### config.mk
export PLATFORM = sky130hd
export DESIGN_NAME = nested_irq_ctrl
export DESIGN_NICKNAME = d
export VERILOG_FILES = /design/src/rtl/irq_pkg.sv /design/src/rtl/irq_flag_bank.sv /design/src/rtl/irq_regs.sv /design/src/rtl/irq_arbiter.sv /design/src/rtl/irq_svc_stack.sv /design/src/rtl/nested_irq_ctrl.sv
export SDC_FILE = /design/constraint.sdc
export NUM_CORES = 1
export LEC_CHECK = 0
export BUFFER_PORTS_ARGS = -buffer_cell sky130_fd_sc_hd__buf_2
export CAP_MARGIN = 0
export CORE_UTILIZATION = 35
export DETAILED_ROUTE_END_ITERATION = 16
export SLEW_MARGIN = 20
export SYNTH_ARGS = -nofsm -noshare
export SYNTH_HDL_FRONTEND = slang
export SYNTH_HIERARCHICAL = 1
export SYNTH_SLANG_ARGS = --single-unit
### constraint.sdc
create_clock -name clk_i -period 6.7 [get_ports clk_i]
set_input_delay 1.34 -clock clk_i [delete_from_list [all_inputs] [get_ports clk_i]]
set_output_delay 1.34 -clock clk_i [all_outputs]
set_load 0.1 [all_outputs]
### src/rtl/irq_pkg.sv
package irq_pkg;
  localparam int DATA_W  = 32;
  localparam int PRIO_W  = 2;
  localparam int NUM_LVL = 1 << PRIO_W;
  localparam int VEC_W   = 5;
  localparam int SVC_LSB = 8;

  typedef enum logic [1:0] {
    ADDR_EN   = 2'd0,
    ADDR_FLAG = 2'd1,
    ADDR_PRIO = 2'd2,
    ADDR_CTL  = 2'd3
  } reg_addr_e;
endpackage

### src/rtl/irq_flag_bank.sv
module irq_flag_bank
  import irq_pkg::*;
#(
  parameter int          N_SRC       = 16,
  parameter logic [15:0] LEVEL_MASK  = 16'h0030,
  parameter logic [15:0] HW_CLR_MASK = 16'h0F0F
) (
  input  logic             clk_i,
  input  logic             rst_ni,
  input  logic [N_SRC-1:0] src_i,
  input  logic [N_SRC-1:0] sw_clr_i,
  input  logic [N_SRC-1:0] ack_clr_i,
  output logic [N_SRC-1:0] flags_o,
  output logic [N_SRC-1:0] src_q_o
);
  logic [N_SRC-1:0] src_q, flags_q, set_w, hw_clr_w;

  for (genvar i = 0; i < N_SRC; i++) begin : g_src
    if (LEVEL_MASK[i]) begin : g_level
      assign set_w[i] = src_i[i];
    end else begin : g_edge
      assign set_w[i] = src_i[i] & ~src_q[i];
    end
    if (HW_CLR_MASK[i]) begin : g_hwclr
      assign hw_clr_w[i] = ack_clr_i[i];
    end else begin : g_swclr
      assign hw_clr_w[i] = 1'b0;
    end
  end

  always_ff @(posedge clk_i or negedge rst_ni) begin
    if (!rst_ni) begin
      src_q   <= '0;
      flags_q <= '0;
    end else begin
      src_q   <= src_i;
      // set wins over any clear in the same cycle
      flags_q <= (flags_q & ~sw_clr_i & ~hw_clr_w) | set_w;
    end
  end

  assign flags_o = flags_q;
  assign src_q_o = src_q;
endmodule

### src/rtl/irq_regs.sv
module irq_regs
  import irq_pkg::*;
#(
  parameter int N_SRC = 16
) (
  input  logic                    clk_i,
  input  logic                    rst_ni,
  input  logic                    we_i,
  input  logic [1:0]              addr_i,
  input  logic [DATA_W-1:0]       wdata_i,
  input  logic [N_SRC-1:0]        flags_i,
  input  logic [NUM_LVL-1:0]      svc_i,
  output logic [N_SRC-1:0]        en_o,
  output logic [N_SRC*PRIO_W-1:0] prio_o,
  output logic                    gie_o,
  output logic [N_SRC-1:0]        sw_clr_o,
  output logic [DATA_W-1:0]       rdata_o
);
  localparam int PRIO_BITS = N_SRC * PRIO_W;

  logic [N_SRC-1:0]     en_q;
  logic [PRIO_BITS-1:0] prio_q;
  logic                 gie_q;
  reg_addr_e            addr;

  assign addr = reg_addr_e'(addr_i);

  always_ff @(posedge clk_i or negedge rst_ni) begin
    if (!rst_ni) begin
      en_q   <= '0;
      prio_q <= '0;
      gie_q  <= 1'b0;
    end else if (we_i) begin
      case (addr)
        ADDR_EN:   en_q   <= wdata_i[N_SRC-1:0];
        ADDR_PRIO: prio_q <= wdata_i[PRIO_BITS-1:0];
        ADDR_CTL:  gie_q  <= wdata_i[0];
        default:   ;
      endcase
    end
  end

  assign sw_clr_o = (we_i && addr == ADDR_FLAG) ? wdata_i[N_SRC-1:0] : '0;

  always_comb begin
    rdata_o = '0;
    case (addr)
      ADDR_EN:   rdata_o[N_SRC-1:0]     = en_q;
      ADDR_FLAG: rdata_o[N_SRC-1:0]     = flags_i;
      ADDR_PRIO: rdata_o[PRIO_BITS-1:0] = prio_q;
      ADDR_CTL: begin
        rdata_o[0]                 = gie_q;
        rdata_o[SVC_LSB +: NUM_LVL] = svc_i;
      end
      default:   ;
    endcase
  end

  assign en_o   = en_q;
  assign prio_o = prio_q;
  assign gie_o  = gie_q;
endmodule

### src/rtl/irq_arbiter.sv
module irq_arbiter
  import irq_pkg::*;
#(
  parameter int N_SRC = 16
) (
  input  logic [N_SRC-1:0]        elig_i,
  input  logic [N_SRC*PRIO_W-1:0] prio_i,
  output logic                    valid_o,
  output logic [VEC_W-1:0]        idx_o,
  output logic [PRIO_W-1:0]       lvl_o
);
  // levels scanned high to low, indices low to high: first hit wins
  always_comb begin
    valid_o = 1'b0;
    idx_o   = '0;
    lvl_o   = '0;
    for (int l = NUM_LVL - 1; l >= 0; l--) begin
      for (int i = 0; i < N_SRC; i++) begin
        if (!valid_o && elig_i[i] && prio_i[i*PRIO_W +: PRIO_W] == PRIO_W'(l)) begin
          valid_o = 1'b1;
          idx_o   = VEC_W'(i);
          lvl_o   = PRIO_W'(l);
        end
      end
    end
  end
endmodule

### src/rtl/irq_svc_stack.sv
module irq_svc_stack
  import irq_pkg::*;
(
  input  logic               clk_i,
  input  logic               rst_ni,
  input  logic               push_i,
  input  logic [PRIO_W-1:0]  push_lvl_i,
  input  logic               pop_i,
  output logic [NUM_LVL-1:0] svc_o,
  output logic               cur_valid_o,
  output logic [PRIO_W-1:0]  cur_lvl_o
);
  logic [NUM_LVL-1:0] svc_q, top_bit, push_bit;

  always_comb begin
    cur_lvl_o = '0;
    for (int l = 0; l < NUM_LVL; l++) begin
      if (svc_q[l]) cur_lvl_o = PRIO_W'(l);
    end
  end

  assign cur_valid_o = |svc_q;
  assign top_bit     = cur_valid_o ? (NUM_LVL'(1) << cur_lvl_o) : '0;
  assign push_bit    = push_i ? (NUM_LVL'(1) << push_lvl_i) : '0;

  always_ff @(posedge clk_i or negedge rst_ni) begin
    if (!rst_ni) svc_q <= '0;
    else         svc_q <= (pop_i ? (svc_q & ~top_bit) : svc_q) | push_bit;
  end

  assign svc_o = svc_q;
endmodule

### src/rtl/nested_irq_ctrl.sv
module nested_irq_ctrl
  import irq_pkg::*;
#(
  parameter int          N_SRC       = 16,
  parameter logic [15:0] LEVEL_MASK  = 16'h0030,
  parameter logic [15:0] HW_CLR_MASK = 16'h0F0F
) (
  input  logic              clk_i,
  input  logic              rst_ni,
  input  logic [N_SRC-1:0]  src_i,
  input  logic              reg_we_i,
  input  logic [1:0]        reg_addr_i,
  input  logic [DATA_W-1:0] reg_wdata_i,
  output logic [DATA_W-1:0] reg_rdata_o,
  input  logic              ack_i,
  input  logic              ret_i,
  output logic              req_o,
  output logic [VEC_W-1:0]  vec_o
);
  logic [N_SRC-1:0]        flags, src_q, en, sw_clr, ack_clr, elig;
  logic [N_SRC*PRIO_W-1:0] prio;
  logic                    gie;
  logic [NUM_LVL-1:0]      svc;
  logic                    cur_valid, cand_valid, preempt, take;
  logic [PRIO_W-1:0]       cur_lvl, cand_lvl, lvl_q;
  logic [VEC_W-1:0]        cand_idx, vec_q;
  logic                    req_q;

  assign take    = req_q & ack_i;
  assign ack_clr = take ? (N_SRC'(1) << vec_q) : '0;
  assign elig    = flags & en & {N_SRC{gie}};
  assign preempt = cand_valid & (~cur_valid | (cand_lvl > cur_lvl));

  irq_flag_bank #(
    .N_SRC(N_SRC), .LEVEL_MASK(LEVEL_MASK), .HW_CLR_MASK(HW_CLR_MASK)
  ) u_flags (
    .clk_i, .rst_ni, .src_i,
    .sw_clr_i(sw_clr), .ack_clr_i(ack_clr),
    .flags_o(flags), .src_q_o(src_q)
  );

  irq_regs #(.N_SRC(N_SRC)) u_regs (
    .clk_i, .rst_ni,
    .we_i(reg_we_i), .addr_i(reg_addr_i), .wdata_i(reg_wdata_i),
    .flags_i(flags), .svc_i(svc),
    .en_o(en), .prio_o(prio), .gie_o(gie),
    .sw_clr_o(sw_clr), .rdata_o(reg_rdata_o)
  );

  irq_arbiter #(.N_SRC(N_SRC)) u_arb (
    .elig_i(elig), .prio_i(prio),
    .valid_o(cand_valid), .idx_o(cand_idx), .lvl_o(cand_lvl)
  );

  irq_svc_stack u_svc (
    .clk_i, .rst_ni,
    .push_i(take), .push_lvl_i(lvl_q), .pop_i(ret_i),
    .svc_o(svc), .cur_valid_o(cur_valid), .cur_lvl_o(cur_lvl)
  );

  // offered vector frozen from raise to acknowledge
  always_ff @(posedge clk_i or negedge rst_ni) begin
    if (!rst_ni) begin
      req_q <= 1'b0;
      vec_q <= '0;
      lvl_q <= '0;
    end else if (take) begin
      req_q <= 1'b0;
    end else if (!req_q && preempt) begin
      req_q <= 1'b1;
      vec_q <= cand_idx;
      lvl_q <= cand_lvl;
    end
  end

  assign req_o = req_q;
  assign vec_o = vec_q;
endmodule

==> flow_metrics.py <==
metrics = {
    "clock_network": {
        "numCtsBuffers": 9,
        "holdBufCountCts": 0,
        "cts_setup_buffers": 0,
        "h-tree-depth": 3,
        "cts_root_buf": "clkbuf_16",
        "clk_pin_slew_ns": 0.07,
        "ctsLongestPathBuffers": 2,
        "cts_sinks": 91,
        "post_cts_resized": 0,
        "cts_tree": "built",
        "clk_latency_ns": 0.35,
    },
    "hold_path": {
        "whs_endpoint": "u_flags/flags_o[15]",
        "min_from": "u_flags/src_q_o[15]",
        "hold_class": "reg2reg",
        "whs_path_depth": 1,
    },
    "synth": {
        "synth-warning-count": 6,
        "avgSynthCellArea_sq_um": 10.5,
        "syn_inst": 577,
        "syn-num-nets": 634,
        "synth_area_sq_mm": 0.00606,
    },
    "sta": {
        "finClkSkew_ns": 0.00652,
        "hold_viol": 0,
        "max_clock_freq_mhz": 219,
        "slew_headroom": 0.254,
        "fin_setup_tns_ns": 0,
        "worst_slew_pin_slew_ns": 1.12,
        "finalCritPeriodShare": 0.681,
        "finalCriticalPeriod_ns": 4.56,
        "final-setup-viol-count": 0,
        "grt_setup_unrepaired": "false",
        "report.final.slew_viol_count": 0,
    },
    "placement": {
        "portBuffers": 92,
        "gp_congestion": 0.916,
        "dp_hpwl_microns": 13500,
    },
    "power_and_ir_drop": {
        "p_comb_frac": 0.479,
        "swShare": 0.474,
        "p_per_area_mw_per_mm2": 366,
        "power_frac_seq": 0.319,
        "p_int_uw": 1340,
        "fin_total_pwr_uw": 2550,
        "clockPowerShare": 0.202,
        "total_leakage_power_uw": 0.00325,
        "ir_worst_vdd_mv": 0.173,
        "power_switching_uw": 1210,
    },
    "floorplan": {
        "ioPinCount": 93,
        "num_rows": 47,
        "coreArea_sq_mm": 0.0168,
        "die_area_sq_mm": 0.0178,
        "start_util": 0.362,
        "die_h_microns": 134,
        "die_w_microns": 134,
    },
    "grt": {
        "grt_max_degree": 51,
        "grt_pass1_vias": 4782,
        "gr-total-overflow": 0,
        "antenna_found_initial": 0,
        "grt_pass1_wl_microns": 27400,
        "grt_usage": 0.203,
    },
    "cells_and_area": {
        "nets": 720,
        "synthToLayoutAreaGrowth_pct": 14.9,
        "diodes": 0,
        "drive_gt1_frac": 0.323,
        "final_util": 0.416,
    },
    "drt": {
        "wire_per_inst_microns": 19.8,
        "via_count": 4977,
        "wl_met3_microns": 888,
        "drc": 0,
        "dr.pass1.iters": 5,
        "route.top_layer_used": "met4",
        "dr_wl_met2_microns": 7980,
        "via_per_inst": 5.60,
        "first_iter_violations": 337,
        "wl_microns": 17500,
        "final_antenna_net_count": 0,
        "met1_length_microns": 8420,
    },
    "worst_setup_path": {
        "rr_worst_depth": 11,
        "cp.required_ns": 6.94,
        "rrSetupSlack_ns": 2.14,
        "startpoint_type": "register",
        "r2r-end": "lvl_q[1]",
        "r2r_start": "u_regs/gie_o",
        "cp.arrival_ns": 4.80,
        "crit_fanout": 18,
        "critical_path_class": "reg2reg",
        "critPathCaptureType": "register",
    },
    "job": {
        "drv_cap": 0,
    },
    "run_status": {
        "status": "finished clean",
    },
}
[worst max-delay path, stage by stage (launching register included)]
cell,delay (ns)
dfrtp_1,0.58
and3_1,0.37
nand3_1,0.20
o221ai_1,0.29
nor4_1,0.82
and3_2,0.55
and2_2,0.28
o21ai_0,0.14
ha_1,0.32
nor2b_2,0.17
o2111ai_4,0.33
mux2_2,0.37
[layout by cell type (no fill, tap or decap), types with 3 or more instances in the layout]
master,count
a21oi_1,5
a31oi_1,4
a32o_1,3
and2_1,36
and3_1,19
and3_2,4
and3b_1,12
buf_2,91
clkbuf_16,9
dfrtp_1,91
inv_1,42
inv_6,3
mux2_2,16
mux2_4,40
mux2i_1,11
mux4_2,5
nand2_1,26
nand2b_1,7
nand3_1,29
nand3b_1,14
nand4_1,11
nand4b_1,3
nor2_1,29
nor3_1,16
nor3b_1,13
nor4_1,7
o211ai_1,4
o21ai_0,13
o221ai_1,3
o22ai_1,8
o2bb2ai_1,11
o32ai_2,8
o41ai_1,3
or3b_2,5
or4b_4,3
[routing by layer]
metal,vias to the layer above,track usage
met1,2471,0.289
met4,0,0.0619
met2,161,0.314
met3,16,0.0339
li1,2329,-
met5,-,0
[through the flow]
| stage | std cells | cell area, sq um | hold slack, ns | setup slack, ns |
|---|---|---|---|---|
| 2_1_floorplan | 577 | 6060 | 0.399 | 2.12 |
| 3_3_place_gp | 872 | 6660 | 0.401 | 2.05 |
| 3_5_place_dp | 872 | 6660 | 0.405 | 1.96 |
| 4_1_cts | 888 | 6960 | 0.415 | 1.96 |
| 5_1_grt | 888 | 6960 | 0.431 | 1.94 |
| 6_report | 888 | 6960 | 0.414 | 2.14 |
[final cells by class]
class / instances / area (sq um)
Clock buffer: 9 / 225
Clock inverter: 7 / 71.3
Fill cell: 1664 / 9800
Inverter: 42 / 158
Multi-Input combinational cell: 426 / 3490
Sequential cell: 91 / 2280
Tap cell: 220 / 275
Timing Repair Buffer: 93 / 470
[flip-flops by register name, summed over array words and instances, names as in the netlist]
signal           flops
u_regs/prio_o       32
u_svc/svc_o          4
lvl_q                2
vec_o                5
req_o                1
u_flags/src_q_o     14
u_flags/flags_o     16
u_regs/gie_o         1
u_regs/en_o         16
[worst max-delay path by stage]
stage	startpoint	to	slack, ns	cells past startpoint
global route	u_regs/gie_o	lvl_q[0]	1.94	11
detailed placement	reg_addr_i[1]	reg_rdata_o[26]	1.96	4
global placement	reg_addr_i[1]	reg_rdata_o[12]	2.05	4
floorplan	reg_addr_i[0]	reg_rdata_o[12]	2.12	4
finish	u_regs/gie_o	lvl_q[1]	2.14	11
CTS	reg_addr_i[1]	reg_rdata_o[26]	1.96	4
[power groups by stage]
| stage | clock [uW] | sequential, uW | combinational, uW |
|---|---|---|---|
| after floorplan | 0 | 889 | 868 |
| after global placement | 0 | 817 | 1200 |
| after detailed placement | 0 | 820 | 1210 |
| after CTS | 532 | 810 | 1220 |
| after global routing | 555 | 830 | 1300 |
| final | 516 | 812 | 1220 |
Power figures use the tool's default switching activity.
